===== src/rtl/gpm_pkg.sv =====
package gpm_pkg;

    localparam int ADDR_W        = 8;
    localparam int PINS_PER_COLL = 8;
    localparam int WIN_SHIFT     = 3;

    localparam logic [2:0] OFF_SEL_LO = 3'd0;
    localparam logic [2:0] OFF_SEL_HI = 3'd1;
    localparam logic [2:0] OFF_DRIVE  = 3'd2;
    localparam logic [2:0] OFF_DOUT   = 3'd3;
    localparam logic [2:0] OFF_PINS   = 3'd6;

    typedef enum logic [1:0] {
        FN_GPIO  = 2'd0,
        FN_CLI_A = 2'd1,
        FN_CLI_B = 2'd2,
        FN_CLI_C = 2'd3
    } fn_sel_e;

    typedef struct packed {
        logic       hit;
        logic [7:0] coll;
        logic [2:0] off;
    } gpm_dec_t;

    typedef struct packed {
        logic out;
        logic oe;
    } pad_drv_t;

    function automatic gpm_dec_t gpm_decode(input logic [ADDR_W-1:0] a,
                                            input int base, input int ncoll);
        gpm_dec_t d;
        int rel;
        rel    = int'(a) - base;
        d.hit  = (rel >= 0) && ((rel >>> WIN_SHIFT) < ncoll);
        d.coll = 8'(rel >>> WIN_SHIFT);
        d.off  = 3'(rel);
        return d;
    endfunction

endpackage


===== src/rtl/gpm_sync.sv =====
module gpm_sync #(
    parameter int W = 8
) (
    input  logic         clk,
    input  logic         rst,
    input  logic [W-1:0] d,
    output logic [W-1:0] q
);
    logic [W-1:0] s1_q, s2_q;

    always_ff @(posedge clk) begin
        if (rst) begin
            s1_q <= '0;
            s2_q <= '0;
        end else begin
            s1_q <= d;
            s2_q <= s1_q;
        end
    end

    assign q = s2_q;
endmodule


===== src/rtl/gpm_padmux.sv =====
module gpm_padmux
    import gpm_pkg::*;
(
    input  logic [1:0] sel,
    input  logic       gpio_out,
    input  logic       gpio_oe,
    input  logic [2:0] cli_out,
    input  logic [2:0] cli_oe,
    output logic       pad_out,
    output logic       pad_oe
);
    pad_drv_t src;

    always_comb begin
        unique case (fn_sel_e'(sel))
            FN_GPIO:  src = '{out: gpio_out,   oe: gpio_oe};
            FN_CLI_A: src = '{out: cli_out[0], oe: cli_oe[0]};
            FN_CLI_B: src = '{out: cli_out[1], oe: cli_oe[1]};
            default:  src = '{out: cli_out[2], oe: cli_oe[2]};
        endcase
    end

    assign pad_oe  = src.oe;
    assign pad_out = src.out & src.oe;
endmodule


===== src/rtl/gpm_regbank.sv =====
module gpm_regbank
    import gpm_pkg::*;
#(
    parameter int NUM_COLL = 18,
    parameter int BASE     = 32,
    localparam int NUM_PINS = NUM_COLL * PINS_PER_COLL
) (
    input  logic                  clk,
    input  logic                  rst,
    input  logic                  bus_en,
    input  logic                  bus_we,
    input  logic [ADDR_W-1:0]     bus_addr,
    input  logic [7:0]            bus_wdata,
    output logic [7:0]            bus_rdata,
    input  logic [NUM_PINS-1:0]   pin_lvl,
    output logic [2*NUM_PINS-1:0] sel_flat,
    output logic [NUM_PINS-1:0]   drv,
    output logic [NUM_PINS-1:0]   dout
);
    logic [7:0] sel_lo_q [NUM_COLL];
    logic [7:0] sel_hi_q [NUM_COLL];
    logic [7:0] drv_q    [NUM_COLL];
    logic [7:0] dout_q   [NUM_COLL];
    logic [7:0] rd_val;
    logic [7:0] rdata_q;
    gpm_dec_t   dec;
    logic       wr_hit;

    assign dec    = gpm_decode(bus_addr, BASE, NUM_COLL);
    assign wr_hit = bus_en && bus_we && dec.hit;

    always_ff @(posedge clk) begin
        if (rst) begin
            for (int c = 0; c < NUM_COLL; c++) begin
                sel_lo_q[c] <= '0;
                sel_hi_q[c] <= '0;
                drv_q[c]    <= '0;
                dout_q[c]   <= '0;
            end
        end else if (wr_hit) begin
            for (int c = 0; c < NUM_COLL; c++) begin
                if (dec.coll == 8'(c)) begin
                    case (dec.off)
                        OFF_SEL_LO: sel_lo_q[c] <= bus_wdata;
                        OFF_SEL_HI: sel_hi_q[c] <= bus_wdata;
                        OFF_DRIVE:  drv_q[c]    <= bus_wdata;
                        OFF_DOUT:   dout_q[c]   <= bus_wdata;
                        default: ;
                    endcase
                end
            end
        end
    end

    always_comb begin
        rd_val = '0;
        for (int c = 0; c < NUM_COLL; c++) begin
            if (dec.coll == 8'(c)) begin
                case (dec.off)
                    OFF_SEL_LO: rd_val = sel_lo_q[c];
                    OFF_SEL_HI: rd_val = sel_hi_q[c];
                    OFF_DRIVE:  rd_val = drv_q[c];
                    OFF_DOUT:   rd_val = dout_q[c];
                    OFF_PINS:   rd_val = pin_lvl[c*PINS_PER_COLL +: PINS_PER_COLL];
                    default:    rd_val = '0;
                endcase
            end
        end
    end

    always_ff @(posedge clk) begin
        if (rst)
            rdata_q <= '0;
        else if (bus_en && !bus_we)
            rdata_q <= dec.hit ? rd_val : 8'h00;
    end

    assign bus_rdata = rdata_q;

    for (genvar c = 0; c < NUM_COLL; c++) begin : g_coll
        assign drv[c*PINS_PER_COLL +: PINS_PER_COLL]  = drv_q[c];
        assign dout[c*PINS_PER_COLL +: PINS_PER_COLL] = dout_q[c];
        for (genvar k = 0; k < PINS_PER_COLL; k++) begin : g_pin
            if (k < PINS_PER_COLL / 2) begin : g_lo
                assign sel_flat[2*(c*PINS_PER_COLL+k) +: 2] = sel_lo_q[c][2*k +: 2];
            end else begin : g_hi
                assign sel_flat[2*(c*PINS_PER_COLL+k) +: 2] =
                    sel_hi_q[c][2*(k-PINS_PER_COLL/2) +: 2];
            end
        end
    end
endmodule


===== src/rtl/gp_pinmux.sv =====
module gp_pinmux
    import gpm_pkg::*;
#(
    parameter int NUM_COLL = 18,
    parameter int BASE     = 32,
    localparam int NUM_PINS = NUM_COLL * PINS_PER_COLL
) (
    input  logic                clk,
    input  logic                rst,
    input  logic                bus_en,
    input  logic                bus_we,
    input  logic [ADDR_W-1:0]   bus_addr,
    input  logic [7:0]          bus_wdata,
    output logic [7:0]          bus_rdata,
    input  logic [NUM_PINS-1:0] pad_in,
    output logic [NUM_PINS-1:0] pad_out,
    output logic [NUM_PINS-1:0] pad_oe,
    output logic [NUM_PINS-1:0] cli_in,
    input  logic [NUM_PINS-1:0] cla_out,
    input  logic [NUM_PINS-1:0] cla_oe,
    input  logic [NUM_PINS-1:0] clb_out,
    input  logic [NUM_PINS-1:0] clb_oe,
    input  logic [NUM_PINS-1:0] clc_out,
    input  logic [NUM_PINS-1:0] clc_oe
);
    logic [NUM_PINS-1:0]   pin_lvl;
    logic [2*NUM_PINS-1:0] sel_flat;
    logic [NUM_PINS-1:0]   drv;
    logic [NUM_PINS-1:0]   dout;

    gpm_sync #(.W(NUM_PINS)) u_sync (
        .clk (clk),
        .rst (rst),
        .d   (pad_in),
        .q   (pin_lvl)
    );

    assign cli_in = pin_lvl;

    gpm_regbank #(.NUM_COLL(NUM_COLL), .BASE(BASE)) u_regs (
        .clk       (clk),
        .rst       (rst),
        .bus_en    (bus_en),
        .bus_we    (bus_we),
        .bus_addr  (bus_addr),
        .bus_wdata (bus_wdata),
        .bus_rdata (bus_rdata),
        .pin_lvl   (pin_lvl),
        .sel_flat  (sel_flat),
        .drv       (drv),
        .dout      (dout)
    );

    for (genvar p = 0; p < NUM_PINS; p++) begin : g_pad
        gpm_padmux u_mux (
            .sel      (sel_flat[2*p +: 2]),
            .gpio_out (dout[p]),
            .gpio_oe  (drv[p]),
            .cli_out  ({clc_out[p], clb_out[p], cla_out[p]}),
            .cli_oe   ({clc_oe[p],  clb_oe[p],  cla_oe[p]}),
            .pad_out  (pad_out[p]),
            .pad_oe   (pad_oe[p])
        );
    end
endmodule


===== config.mk =====
export PLATFORM = sky130hd
export DESIGN_NAME = gp_pinmux
export DESIGN_NICKNAME = d
export VERILOG_FILES = /design/src/rtl/gpm_pkg.sv /design/src/rtl/gpm_sync.sv /design/src/rtl/gpm_padmux.sv /design/src/rtl/gpm_regbank.sv /design/src/rtl/gp_pinmux.sv
export SDC_FILE = /design/constraint.sdc
export NUM_CORES = 1
export LEC_CHECK = 0
export BUFFER_PORTS_ARGS = -buffer_cell sky130_fd_sc_hd__buf_2
export CAP_MARGIN = 20
export CORE_AREA = 2 2 578 580
export DETAILED_ROUTE_END_ITERATION = 16
export DIE_AREA = 0 0 580 582
export PLACE_DENSITY = 0.3
export SLEW_MARGIN = 25
export SYNTH_ARGS = -nofsm -noshare
export SYNTH_HDL_FRONTEND = slang
export SYNTH_HIERARCHICAL = 1
export SYNTH_SLANG_ARGS = --single-unit
export TNS_END_PERCENT = 30

===== constraint.sdc =====
create_clock -name clk -period 2.6 [get_ports clk]
set_input_delay 0.52 -clock clk [delete_from_list [all_inputs] [get_ports clk]]
set_output_delay 0.52 -clock clk [all_outputs]
set_load 0.05 [all_outputs]

==> flow_summary.yaml, run 1 <==
cts:
  htree_num_levels: 3
  insertion_delay_ps: 870
  tritoncts: "yes"
  cts.reportedPaths.clkPinSlew_ps: 60
  cts.sinks: 872
  clockBufferDepth: 4
  cts_buffers: 121
  cts-root-buf: "clkbuf_16"
power_and_ir_drop:
  vdd_drop_max_uv: 512
  powerDensity_nw_per_um2: 604
  power.leakage_nw: 31.2
  power.internal_w: 0.0295
  p_comb_share_pct: 23.7
  clkPwrFrac_pct: 38.6
  seqPwrFrac_pct: 37.7
  switching_share_pct: 32.5
  power_switching_w: 0.0142
  power_w: 0.0437
global_routing:
  grt_pass1_vias: 44100
  grt_max_degree: 111
  grt_overflow: 0
  grt_pass1_wl_microns: 475000
  antenna_found_initial: 97
  groute.usage.overall_pct: 21.5
sta:
  fin_skew_ps: 39.0
  period_share_pct: 113
  max_freq_mhz: 340
  slew_headroom_pct: 40.9
  min_period_ps: 2940
  worstMarginPinSlew_ps: 881
  maxSlewViolCount: 0
  setup_viol: 270
  finalHoldViolations: 0
  rsz0062_at_grt: "true"
  fin_ws_ps: -341
floorplan:
  die_w_microns: 580
  die-area_sq_um: 338000
  initial_utilization_pct: 13.5
  rows: 212
  fp.dieH_microns: 582
  core-area_sq_um: 332000
  io_pins: 1468
worst_setup_path:
  cp.arrival_ps: 2420
  cp-start-kind: "flop"
  crit_fanout: 3
  crit_path_end_kind: "primary output"
  cp.required_ps: 2080
  worstSetupPathType: "flop to primary output"
finish:
  nets: 6710
  seqCellArea_sq_um: 23200
  multi_input_area_sq_um: 20400
  fillerInstances: 35900
  layout-drive-gt1-share_pct: 51.3
  fin_area_sq_um: 72400
  area_growth_pct: 61.3
logic_synthesis:
  yosys.area_share.xor_xnor_pct: 0
  dominantRegCellSynth: "edfxtp_1"
  muxShareOfSynthArea_pct: 18.8
  synthSimpleGateAreaFrac_pct: 16.8
  async_reset_ff_share_pct: 0
  synth_top_area_cell: "edfxtp_1"
  synth_cell_types: 76
  synth_most_common_cell: "and3_1"
  synth_top_area_share_pct: 38.6
  syn_avg_cell_area_sq_um: 12.8
  synth-warning-count: 6
  synth_top_family_by_area: "multiplexers"
  synth-seq-cells: 872
  synth_edf_count: 576
  ys_seq_area_share_pct: 51.8
  synth_nets: 4530
  syn_area_sq_um: 44900
  synthAdderAreaFrac_pct: 0
  netlist_instances: 3502
  synthTopCellsByCount: "and3_1, edfxtp_1, mux4_2"
  ys_top_cells_by_area: "edfxtp_1, mux4_2, dfxtp_1, and3_1, nor2b_1"
  synth_compound_area_share_pct: 8.48
routing:
  routed_wirelength_microns: 376000
  wl_per_cell_microns: 36.8
  drt_pass1_iterations: 5
  ant_nets: 0
  drt_first_iter_violations: 3492
  via_count: 42200
  via_per_inst: 4.13
  drc: 0
run_status:
  status: "complete, but fails checks"
  failed_checks: "negative setup slack"
placement:
  place_ws_ps: -1130
  port_buffers: 1467
  placed_cell_area_sq_um: 62700
  dpl.hpwl_microns: 314000
  place_congestion: 0.997
job:
  max_cap_violations: 0
worst_hold_path:
  hp-class: "input pin to flop"
[repair_timing]
action,in CTS,in global routing
setup buffers,142,46
cloned,0,0
hold buffers,144,0
endpoints found under the hold margin,144,0
pin swaps,22,24
setup endpoints to repair,292,291
resized for setup,685,159
[final cells by class]
class	instances	share of cell area (%)
Antenna cell	38	0.131
Clock buffer	184	5.04
Multi-Input combinational cell	2273	28.2
Timing Repair Buffer	2409	26.6
Clock inverter	40	0.408
Tap cell	4387	7.58
Sequential cell	872	32.1
Inverter	5	0.0311
[critical path, cell delays in order (launching register included)]
cell	delay [ps]
edfxtp_1	550
mux4_2	650
and2_4	220
buf_8	150
[logic make-up after synthesis]
| family | Yosys count |
|---|---|
| simple gates | 1245 |
| flops | 872 |
| compound gates | 565 |
| mux | 463 |
| buf+inv | 357 |
[sequential cells by signal, indices dropped and copies added, names as in the netlist]
signal,flops
u_sync/s1_q,144
u_sync/q,144
u_regs/dout_q,144
u_regs/sel_lo_q,144
u_regs/sel_hi_q,144
u_regs/bus_rdata,8
u_regs/drv_q,144
[metrics by stage]
stage | hold WS (ps) | utilization [%] | std cells | setup TNS (ps)
after floorplan | 414 | - | 3502 | 0
after detailed placement | 420 | 18.9 | 9616 | -250260
final | 186 | 21.8 | 10200 | -38210
after CTS | 92.2 | 21.5 | 10100 | -69410
after global routing | 142 | 21.8 | 10200 | -60860
after global placement | 417 | 18.9 | 9616 | -261990
[power by group through the flow]
| stage | Clock [W] | Sequential, W | Combinational [W] |
|---|---|---|---|
| finish | 0.0169 | 0.0165 | 0.0104 |
| global route | 0.0178 | 0.0165 | 0.0108 |
| CTS | 0.0174 | 0.0165 | 0.0103 |
| detailed placement | 0 | 0.0169 | 0.00888 |
| global placement | 0 | 0.0170 | 0.00888 |
| floorplan | 0 | 0.0164 | 0.00404 |
[routing by layer]
metal / vias to the layer above / GRT usage, % / wire length (microns)
met4: 16 / 5.43 / 11000
met1: 21900 / 26.6 / 156000
li1: 18000 / - / -
met3: 339 / 4.13 / 22300
met2: 1908 / 38.0 / 187000
met5: - / 0 / 113
[cells in the final DEF (no fill, tap or decap), types with 47 or more instances in the layout]
cell,Yosys,final
buf_6,43,165
a22oi_1,83,83
dfxtp_1,296,296
nand2_1,57,57
nor2b_1,295,291
mux4_2,300,300
buf_8,1,47
buf_2,65,1242
and3_1,582,581
dlygate4sd3_1,0,144
clkbuf_16,0,131
buf_4,27,578
nor2_1,70,57
edfxtp_1,576,576
mux2i_1,137,137
a21o_1,75,75
buf_12,0,233
a21oi_1,113,111
and2_4,0,133
o21ai_0,92,90
[final timing paths]
kind	slack [ps]	cells after the start	from	endpoint
setup / recovery	-340	3	u_regs/sel_hi_q[0][50]	pad_out[53]
hold reg to reg	420	1	u_sync/s1_q[108]	u_sync/q[108]
setup reg to reg	70	7	u_regs/drv_q[15][5]	u_regs/bus_rdata[5]
hold / removal	190	2	bus_wdata[2]	u_regs/sel_hi_q[0][82]
Note: power is estimated with default switching activity, not from simulation.
==> run 2, diff against run 1 <==
--- a/config.mk
+++ b/config.mk
@@ -11,6 +11,7 @@
 export DETAILED_ROUTE_END_ITERATION = 16
 export DIE_AREA = 0 0 580 582
 export PLACE_DENSITY = 0.3
+export REMOVE_ABC_BUFFERS = 1
 export SLEW_MARGIN = 25
 export SYNTH_ARGS = -nofsm -noshare
 export SYNTH_HDL_FRONTEND = slang
==> run 2 against run 1 <==
Fmax fell by 1.7%. Utilization barely moved. The run still ends with negative setup slack left. Highest routed layer unchanged. Sequential share of layout area barely moved. Via count rose by 0.86%. Critical path type unchanged. Clock power rose by 5%. Hold slack improved by 53 ps. Non-clock buffer count fell by 3.
==> flow_summary.yaml, run 2 (synthesis results as in run 1) <==
worst_setup_path:
  cp-start-kind: "flop"
  cp.arrival_ps: 2470
  crit_fanout: 3
  crit_path_end_kind: "primary output"
  worstSetupPathType: "flop to primary output"
  cp.required_ps: 2080
global_routing:
  grt_pass1_vias: 43600
  antenna_found_initial: 165
  grt_pass1_wl_microns: 468000
  grt_max_degree: 73
  groute.usage.overall_pct: 21.1
  grt_overflow: 0
sta:
  fin_ws_ps: -392
  min_period_ps: 2990
  maxSlewViolCount: 0
  finalHoldViolations: 0
  max_freq_mhz: 334
  setup_viol: 266
  slew_headroom_pct: 31.6
  period_share_pct: 115
  worstMarginPinSlew_ps: 1020
  rsz0062_at_grt: "true"
  fin_skew_ps: 61.2
cts:
  cts.sinks: 872
  clockBufferDepth: 4
  cts.reportedPaths.clkPinSlew_ps: 70
  cts_buffers: 125
  htree_num_levels: 3
  tritoncts: "yes"
  cts-root-buf: "clkbuf_16"
  insertion_delay_ps: 870
floorplan:
  io_pins: 1468
  rows: 212
  die-area_sq_um: 338000
  die_w_microns: 580
  core-area_sq_um: 332000
  fp.dieH_microns: 582
  initial_utilization_pct: 13.5
finish:
  area_growth_pct: 61.4
  fin_cells: 10200
  layout-drive-gt1-share_pct: 51.2
  mostFrequentLayoutCell: "buf_2"
  fillerInstances: 36000
  utilization_pct: 21.8
  nets: 6711
  mostFrequentLayoutCells: "buf_2, and3_1, buf_4"
routing:
  ant_nets: 0
  drt_first_iter_violations: 3598
  via_per_inst: 4.16
  wl_per_cell_microns: 36.2
  via_count: 42500
  drt_pass1_iterations: 6
  routed_wirelength_microns: 370000
  drc: 0
power_and_ir_drop:
  powerDensity_nw_per_um2: 612
  vdd_drop_max_uv: 502
  power.leakage_nw: 31.2
worst_hold_path:
  hp-class: "input pin to flop"
placement:
  place_congestion: 0.970
  port_buffers: 1467
  dp_cells: 9646
  dpl.hpwl_microns: 306000
job:
  max_cap_violations: 0
run_status:
  failed_checks: "negative setup slack"
  status: "complete, but fails checks"
==> run 2: cell types whose count changed in the layout (fill, tap and decap cells not counted), moves of 6 or more <==
| cell | previous run | this run |
|---|---|---|
| buf_8 | 47 | 34 |
| bufinv_16 | 1 | 7 |
| diode_2 | 38 | 53 |
| buf_2 | 1242 | 1248 |
| buf_6 | 165 | 172 |
| clkinv_1 | 5 | 12 |
| clkbuf_1 | 36 | 28 |
==> run 2: timing repair <==
item / in CTS / in global routing
endpoints found under the hold margin: 144 / 0
hold buffers: 144 / 0
pin swaps: 11 / 7
setup buffers: 131 / 27
gates resized for setup: 666 / 133
endpoints found under the setup margin: 293 / 293
==> run 2: path summary, 6_finish.rpt <==
path,cells past startpoint,slack [ps],startpoint,end
max,3,-390,u_regs/sel_lo_q[0][92],pad_out[90]
min,3,240,rst,u_sync/q[56]
max reg2reg,7,-60,u_regs/sel_hi_q[0][119],u_regs/bus_rdata[7]
min reg2reg,1,410,u_sync/s1_q[24],u_sync/q[24]
==> run 2: through the flow <==
step	TNS (ps)	hold WS (ps)	cell area, sq um	setup WS [ps]	total power, W
finish	-35160	239	72400	-392	0.0444
global placement	-315360	417	63000	-1360	0.0256
detailed placement	-314190	420	63000	-1270	0.0256
floorplan	-1369660	414	43000	-2830	0.0200
global route	-61600	196	72400	-423	0.0458
CTS	-68880	148	71700	-451	0.0449
==> run 2: routing by layer <==
layer | up-vias | track usage (%) | routed length (microns)
li1 | 18000 | - | -
met1 | 21900 | 27.0 | 156000
met2 | 2173 | 35.1 | 174000
met3 | 405 | 4.98 | 27100
met4 | 52 | 6.58 | 12300
met5 | - | 0 | 335
==> run 2: area by class of cell <==
class,count,area (sq um),share of cell area (%)
multi-input combinational,2273,20300,28.1
inverter,5,22.5,0.0311
clock inverter,52,507,0.700
tap,4387,5490,7.58
clock buffer,179,3650,5.04
antenna,53,133,0.183
timing repair buffer,2406,19100,26.3
sequential,872,23200,32.1
==> run 2: worst max-delay path, stage by stage, from the launching register on <==
cell and delay (ps):
edfxtp_1 590, mux4_2 620, and2_4 210, buf_8 160
==> run 2: power breakdown <==
| part | switching [W] | internal, W |
|---|---|---|
| clock network | 0.00733 | 0.0104 |
| registers | 0.00104 | 0.0154 |
| logic | 0.00588 | 0.00422 |
